`src/rtl/irq_nest_pkg.sv`:
```
// Shared level encoding and helpers for the nested interrupt controller.
// Assumes exactly three levels: bit 0 low, bit 1 high, bit 2 top.
package irq_nest_pkg;
    localparam int unsigned LVL_N = 3;
    typedef logic [LVL_N-1:0] lvl_oh_t;

    // Keep only the most important bit that is set.
    function automatic lvl_oh_t top_level(input lvl_oh_t s);
        lvl_oh_t r;
        r = '0;
        if (s[2])      r = 3'b100;
        else if (s[1]) r = 3'b010;
        else if (s[0]) r = 3'b001;
        return r;
    endfunction
endpackage

```
`src/rtl/irq_src_merge.sv`:
```
// Merges the enabled source flags of each vector into one vector request.
// Assumes sources are grouped: vector v owns sources v*SRC_PER_VEC and up.
module irq_src_merge #(
    parameter int unsigned NUM_VEC     = 10,
    parameter int unsigned SRC_PER_VEC = 2
) (
    input  logic [NUM_VEC*SRC_PER_VEC-1:0] flag_i,
    input  logic [NUM_VEC*SRC_PER_VEC-1:0] en_i,
    output logic [NUM_VEC-1:0]             vreq_o
);
    // One OR tree per vector over its gated sources.
    for (genvar v = 0; v < NUM_VEC; v++) begin : g_vec
        assign vreq_o[v] = |(flag_i[v*SRC_PER_VEC +: SRC_PER_VEC] &
                             en_i[v*SRC_PER_VEC +: SRC_PER_VEC]);
    end
endmodule

```
`src/rtl/irq_prio_decode.sv`:
```
// Turns each vector's two-bit level setting into a one-hot level.
// Assumes only the first TOP_VECS vectors may reach the top level; others
// asking for it are demoted to high.
module irq_prio_decode
    import irq_nest_pkg::*;
#(
    parameter int unsigned NUM_VEC  = 10,
    parameter int unsigned TOP_VECS = 2
) (
    input  logic [2*NUM_VEC-1:0]        prio_i,
    output logic [NUM_VEC-1:0][LVL_N-1:0] lvl_o
);
    for (genvar v = 0; v < NUM_VEC; v++) begin : g_vec
        if (v < TOP_VECS) begin : g_top
            // Full three-way decode for vectors allowed at top level.
            assign lvl_o[v] = prio_i[2*v+1] ? 3'b100 :
                              prio_i[2*v]   ? 3'b010 : 3'b001;
        end else begin : g_clamp
            // Any non-zero setting maps to high.
            assign lvl_o[v] = (|prio_i[2*v +: 2]) ? 3'b010 : 3'b001;
        end
    end
endmodule

```
`src/rtl/irq_arbiter.sv`:
```
// Picks the winning vector among eligible requests: highest level first,
// then lowest index. A level is eligible only if no in-service bit at or
// above it is set. Purely combinational.
module irq_arbiter
    import irq_nest_pkg::*;
#(
    parameter int unsigned NUM_VEC = 10,
    localparam int unsigned IDX_W  = $clog2(NUM_VEC)
) (
    input  logic [NUM_VEC-1:0]            vreq_i,
    input  logic [NUM_VEC-1:0][LVL_N-1:0] lvl_i,
    input  lvl_oh_t                       isr_i,
    output logic                          win_valid_o,
    output logic [IDX_W-1:0]              win_idx_o,
    output lvl_oh_t                       win_lvl_o
);
    lvl_oh_t hit;
    lvl_oh_t elig;

    // Collect per-level requests and pick the best eligible level.
    always_comb begin
        hit  = '0;
        elig = '0;
        win_lvl_o = '0;
        for (int l = 0; l < LVL_N; l++) begin
            for (int v = 0; v < NUM_VEC; v++) begin
                hit[l] = hit[l] | (vreq_i[v] & lvl_i[v][l]);
            end
            elig[l] = ((isr_i >> l) == '0);
        end
        for (int l = 0; l < LVL_N; l++) begin
            if (hit[l] && elig[l]) win_lvl_o = lvl_oh_t'(1) << l;
        end
    end

    // Lowest index at the chosen level; descending scan so the last hit wins.
    always_comb begin
        win_idx_o = '0;
        for (int v = NUM_VEC-1; v >= 0; v--) begin
            if (vreq_i[v] && |(lvl_i[v] & win_lvl_o)) win_idx_o = IDX_W'(v);
        end
        win_valid_o = |win_lvl_o;
    end
endmodule

```
`src/rtl/irq_nest_ctrl.sv`:
```
// Three-level nested vectored interrupt controller, top level.
// Holds the offered vector in an output register until acknowledge and keeps
// a one-hot-per-level in-service record. Assumes the core clears source
// flags and that ack_i is only meaningful while irq_o is high.
module irq_nest_ctrl
    import irq_nest_pkg::*;
#(
    parameter int unsigned NUM_VEC     = 10,
    parameter int unsigned SRC_PER_VEC = 2,
    parameter int unsigned TOP_VECS    = 2,
    parameter int unsigned ADDR_W      = 16,
    parameter int unsigned VEC_BASE    = 3,
    parameter int unsigned VEC_STEP    = 8
) (
    input  logic                          clk,
    input  logic                          rst_n,
    input  logic [NUM_VEC*SRC_PER_VEC-1:0] src_flag_i,
    input  logic [NUM_VEC*SRC_PER_VEC-1:0] src_en_i,
    input  logic [2*NUM_VEC-1:0]          vec_prio_i,
    input  logic                          ack_i,
    input  logic                          reti_i,
    output logic                          irq_o,
    output logic [ADDR_W-1:0]             vec_addr_o,
    output logic [LVL_N-1:0]              in_service_o
);
    localparam int unsigned IDX_W = $clog2(NUM_VEC);

    logic [NUM_VEC-1:0]            vreq;
    logic [NUM_VEC-1:0][LVL_N-1:0] lvl;
    logic                          win_valid;
    logic [IDX_W-1:0]              win_idx;
    lvl_oh_t                       win_lvl;
    logic                          irq_q;
    logic [ADDR_W-1:0]             addr_q;
    lvl_oh_t                       glvl_q;
    lvl_oh_t                       isr_q;
    logic                          take;

    irq_src_merge #(.NUM_VEC(NUM_VEC), .SRC_PER_VEC(SRC_PER_VEC)) merge_i (
        .flag_i (src_flag_i),
        .en_i   (src_en_i),
        .vreq_o (vreq)
    );

    irq_prio_decode #(.NUM_VEC(NUM_VEC), .TOP_VECS(TOP_VECS)) decode_i (
        .prio_i (vec_prio_i),
        .lvl_o  (lvl)
    );

    irq_arbiter #(.NUM_VEC(NUM_VEC)) arb_i (
        .vreq_i      (vreq),
        .lvl_i       (lvl),
        .isr_i       (isr_q),
        .win_valid_o (win_valid),
        .win_idx_o   (win_idx),
        .win_lvl_o   (win_lvl)
    );

    assign take = irq_q & ack_i;

    // Output register: load a winner when idle, hold until acknowledged.
    always_ff @(posedge clk) begin
        if (!rst_n) begin
            irq_q  <= 1'b0;
            addr_q <= '0;
            glvl_q <= '0;
        end else if (irq_q) begin
            if (ack_i) irq_q <= 1'b0;
        end else if (win_valid) begin
            irq_q  <= 1'b1;
            addr_q <= ADDR_W'(VEC_BASE) + ADDR_W'(win_idx) * ADDR_W'(VEC_STEP);
            glvl_q <= win_lvl;
        end
    end

    // In-service record: return clears the top set bit, acknowledge adds one.
    always_ff @(posedge clk) begin
        if (!rst_n) begin
            isr_q <= '0;
        end else begin
            isr_q <= (reti_i ? (isr_q & ~top_level(isr_q)) : isr_q) |
                     (take ? glvl_q : lvl_oh_t'(0));
        end
    end

    assign irq_o        = irq_q;
    assign vec_addr_o   = addr_q;
    assign in_service_o = isr_q;
endmodule

```
`config.mk`:
```
export PLATFORM = sky130hd
export DESIGN_NAME = irq_nest_ctrl
export DESIGN_NICKNAME = d
export VERILOG_FILES = /design/src/rtl/irq_nest_pkg.sv /design/src/rtl/irq_src_merge.sv /design/src/rtl/irq_prio_decode.sv /design/src/rtl/irq_arbiter.sv /design/src/rtl/irq_nest_ctrl.sv
export SDC_FILE = /design/constraint.sdc
export NUM_CORES = 1
export LEC_CHECK = 0
export BUFFER_PORTS_ARGS = -buffer_cell sky130_fd_sc_hd__buf_2
export CAP_MARGIN = 10
export CELL_PAD_IN_SITES_DETAIL_PLACEMENT = 1
export CELL_PAD_IN_SITES_GLOBAL_PLACEMENT = 1
export CORE_MARGIN = 5
export CORE_UTILIZATION = 30
export CTS_BUF_LIST = sky130_fd_sc_hd__clkbuf_4
export DETAILED_ROUTE_END_ITERATION = 12
export GPL_TIMING_DRIVEN = 0
export PLACE_DENSITY = 0.8
export SLEW_MARGIN = 30
export SYNTH_ARGS = -nofsm -noshare
export SYNTH_HDL_FRONTEND = slang
export SYNTH_SLANG_ARGS = --single-unit
```
`constraint.sdc`:
```
create_clock -name clk -period 2.6 [get_ports clk]
set_input_delay 0.39 -clock clk [delete_from_list [all_inputs] [get_ports clk]]
set_output_delay 0.39 -clock clk [all_outputs]
set_load 0.005 [all_outputs]
```
==> metrics.log <==
[metrics] outcome: completed
[metrics] violation count after the first detailed-route iteration: 47
[metrics] biggest fanout along the worst timing path: 8
[metrics] combinational share of power: 46.6%
[metrics] CTS tree: built
[metrics] internal power: 0.3897 mW
[metrics] final cell count without fillers: 298
[metrics] leak pwr: 0.8482 nW
[metrics] fin nets: 311
[metrics] Total Die Area: 5755 µm²
[metrics] Worst Tran Pin Value: 0.7030 ns
[metrics] worst-case clock skew: 0.001865 ns
[metrics] mean instance size in the synthesized netlist: 8.133 µm²
[metrics] number of warnings issued by yosys: 0
[metrics] number of input and output port buffers inserted: 73
[metrics] total CTS buffers: 3
[metrics] H-tree levels: 1
[metrics] Final Hold Violating Endpoints: 0
[metrics] total of hold buffers inserted after clock tree synthesis: 0
[metrics] via total after detailed routing: 1519
[metrics] setup repair bufs after CTS: 0
[metrics] register area: 240.2 µm²
[metrics] core utilization of the finished layout: 41.72%
[metrics] final sum of negative setup slack: 0 ns
[metrics] effective utilization at floorplan: 30.30%
[metrics] Worst Path Arrival: 2.63 ns
[metrics] number of failing setup endpoints in the final timing report: 0
[metrics] number of antenna violations at the first check in global routing: 0
[metrics] total of cells resized after clock tree synthesis: 0
[metrics] most frequent cells after synthesis: nor2_1 (18), dfxtp_1 (12), nand2_1 (12)
[metrics] global placement routability congestion: 0.7858
[metrics] count of clock tree sinks: 12
[metrics] EDFF count, synth: 0
[metrics] total routing usage reported by global routing: 14.74%
[metrics] unrepaired setup endpoints after global routing: no
[metrics] maximum VDD drop: 0.1641 mV
[metrics] highest achievable clock rate: 0.4066 GHz
[metrics] worst hold path class: in -> reg
[metrics] maximum number of pins on one net before global-route repair: 11
[metrics] worst skew pair latency: 0.27 ns
[metrics] top_reg_cell synth: dfxtp_1
[metrics] via density per instance: 5.097
[metrics] Core Box Area: 4294 µm²
[metrics] Max Cap Violations: 0
[metrics] number of antenna diodes: 0
[metrics] final worst path period share: 94.59%
[metrics] area of the multi-input gates: 969.7 µm²
[metrics] share of power burned in registers: 33.5%
[metrics] total instance count after detailed placement: 294
[metrics] share of the yosys chip area belonging to registers: 18.46%
[metrics] part of the power in the clock network: 19.9%
[metrics] share of final-layout standard cells stronger than drive strength 1: 44.72%
[metrics] Layout area overhead: 37.69%
[metrics] Yosys top cell by area: dfxtp_1
[metrics] count of standard-cell rows: 24
[metrics] data required time at the worst endpoint: 2.77 ns
[metrics] number of unique standard cell types used by synthesis: 54
[metrics] switching part of the total power: 35.76%
[metrics] net switching component of the power: 0.2169 mW
[metrics] number of register bits inferred by synthesis: 12
[metrics] crit start category: input port
[metrics] max-slew violation count: 0
[metrics] Setup CP Type: in -> reg
[metrics] clock-pin slew of the registers on the worst-case setup and hold paths: 0.08 ns
[metrics] die width: 75.86 µm
[metrics] worst hold margin: 0.3988 ns
[metrics] Slew Limit Headroom: 53.14%
[metrics] Async SR Flop Fraction: 0%
[metrics] area post-placement: 1765 µm²
[metrics] cell area power density: 338.5 nW/µm²
[metrics] average wire length per cell after detail routing: 14.14 µm
[metrics] netlist area before placement: 1301 µm²
[metrics] DRT antenna net count: 0
[metrics] Die Ht: 75.86 µm
[metrics] wire length of the first global-routing pass: 6720 µm
[metrics] largest cells by area after synthesis: dfxtp_1 (18%), buf_4 (6.3%), nor2_1 (5.2%)
[metrics] number of iterations in the first detailed-routing pass: 4
[metrics] most numerous cell in the Yosys netlist: nor2_1
[metrics] via count of the first global-routing pass: 1556
[metrics] kind of end point of the critical path: flip-flop
[metrics] clk root buf: clkbuf_4
[metrics] total routed wirelength: 4215 µm
[metrics] Tmin final: 2.459 ns
[metrics] worst-case clock buffer depth: 2
[metrics] number of inserted filler cells in the final layout: 570
[metrics] area share of the largest cell type after synthesis: 18.46%
[metrics] Synth Instances: 160
[metrics] Top Ports: 84
[metrics] aggregate global routing overflow: 0
[metrics] DRC errors left: 0
[metrics] final design area excluding fillers: 1792 µm²
[metrics] half-perimeter wire length after placement: 3693 µm
through the flow:
stage | setup WS [ns] | power (mW)
finish | 0.1408 | 0.6066
global route | 0.02822 | 0.6570
CTS | 0.1401 | 0.6150
detailed placement | -0.1505 | 0.4897
global placement | -0.1249 | 0.4826
floorplan | 0.3231 | 0.3832
final cells by class:
cell class | count | share of cell area, %
buffer | 14 | 5.726
clock buffer | 3 | 1.257
clock inverter | 1 | 0.2095
inverter | 6 | 1.257
sequential | 12 | 13.41
timing repair buffer | 73 | 20.39
multi-input combinational | 137 | 54.12
tap | 52 | 3.631
layer usage:
layer | up-vias | global-route usage (%) | wire length [µm]
met4 | 0 | 3.689 | 28
met5 | - | 0 | 0
li1 | 764 | - | -
met1 | 695 | 18.11 | 1768
met3 | 4 | 2.902 | 348
met2 | 56 | 26.14 | 2070
critical path, cell delays in order:
cell and delay (ns):
buf_2 0.11, a22oi_2 0.24, o22ai_2 0.13, nor3_2 0.35, o21ai_1 0.24, or2_1 0.27
buf_6 0.14, a211o_1 0.35, nor4b_4 0.15, a32o_1 0.26
kinds of logic after synthesis:
family / after synthesis / synth area share, %
compound gates: 64 / 44.52
flops: 12 / 18.46
simple gates: 63 / 27.11
buf+inv: 20 / 9.615
other cells: 1 / 0.2882
sequential cells by signal (all words and copies together) (netlist names):
name,flops
vec_addr_o,5
in_service_o,3
irq_o,1
glvl_q,3
cell usage in the layout, fill, tap and decap left out, drive strengths merged, types with 2 or more instances in the layout:
cell and count:
clkbuf 4, o221ai 2, nand2b 3, and2 3, a2bb2oi 4, a22oi 10, o22ai 6, or2 6
conb 10, o211ai 2, or3 2, o2bb2ai 2, dfxtp 12, a32o 3, nand4 3, nor2b 2
nand2 12, buf 86, o21ai 8, nand3 6, inv 6, a21boi 2, a22o 7, nor3 4
a21oi 5, o21a 2, nor2 19
power by group through the flow:
| stage | registers [mW] | logic (mW) | clock network, mW |
|---|---|---|---|
| after global routing | 0.205 | 0.313 | 0.140 |
| after CTS | 0.203 | 0.284 | 0.128 |
| final | 0.203 | 0.283 | 0.121 |
| after floorplan | 0.207 | 0.176 | 0 |
| after global placement | 0.206 | 0.276 | 0 |
| after detailed placement | 0.207 | 0.282 | 0 |
final timing paths:
kind                                                  from  cells after the start  slack [ns]                          to
worst max-delay path                         src_flag_i[2]                     10        0.14  vec_addr_o[5]$_SDFFE_PN0P_
worst min-delay path                                reti_i                      3        0.40  in_service_o[2]$_SDFF_PN0_
worst max register to register  in_service_o[2]$_SDFF_PN0_                      7        0.23  vec_addr_o[5]$_SDFFE_PN0P_
worst min register to register      glvl_q[0]$_SDFFE_PN0P_                      2        0.49  in_service_o[0]$_SDFF_PN0_
No activity file was read; power rests on OpenSTA's default activity.
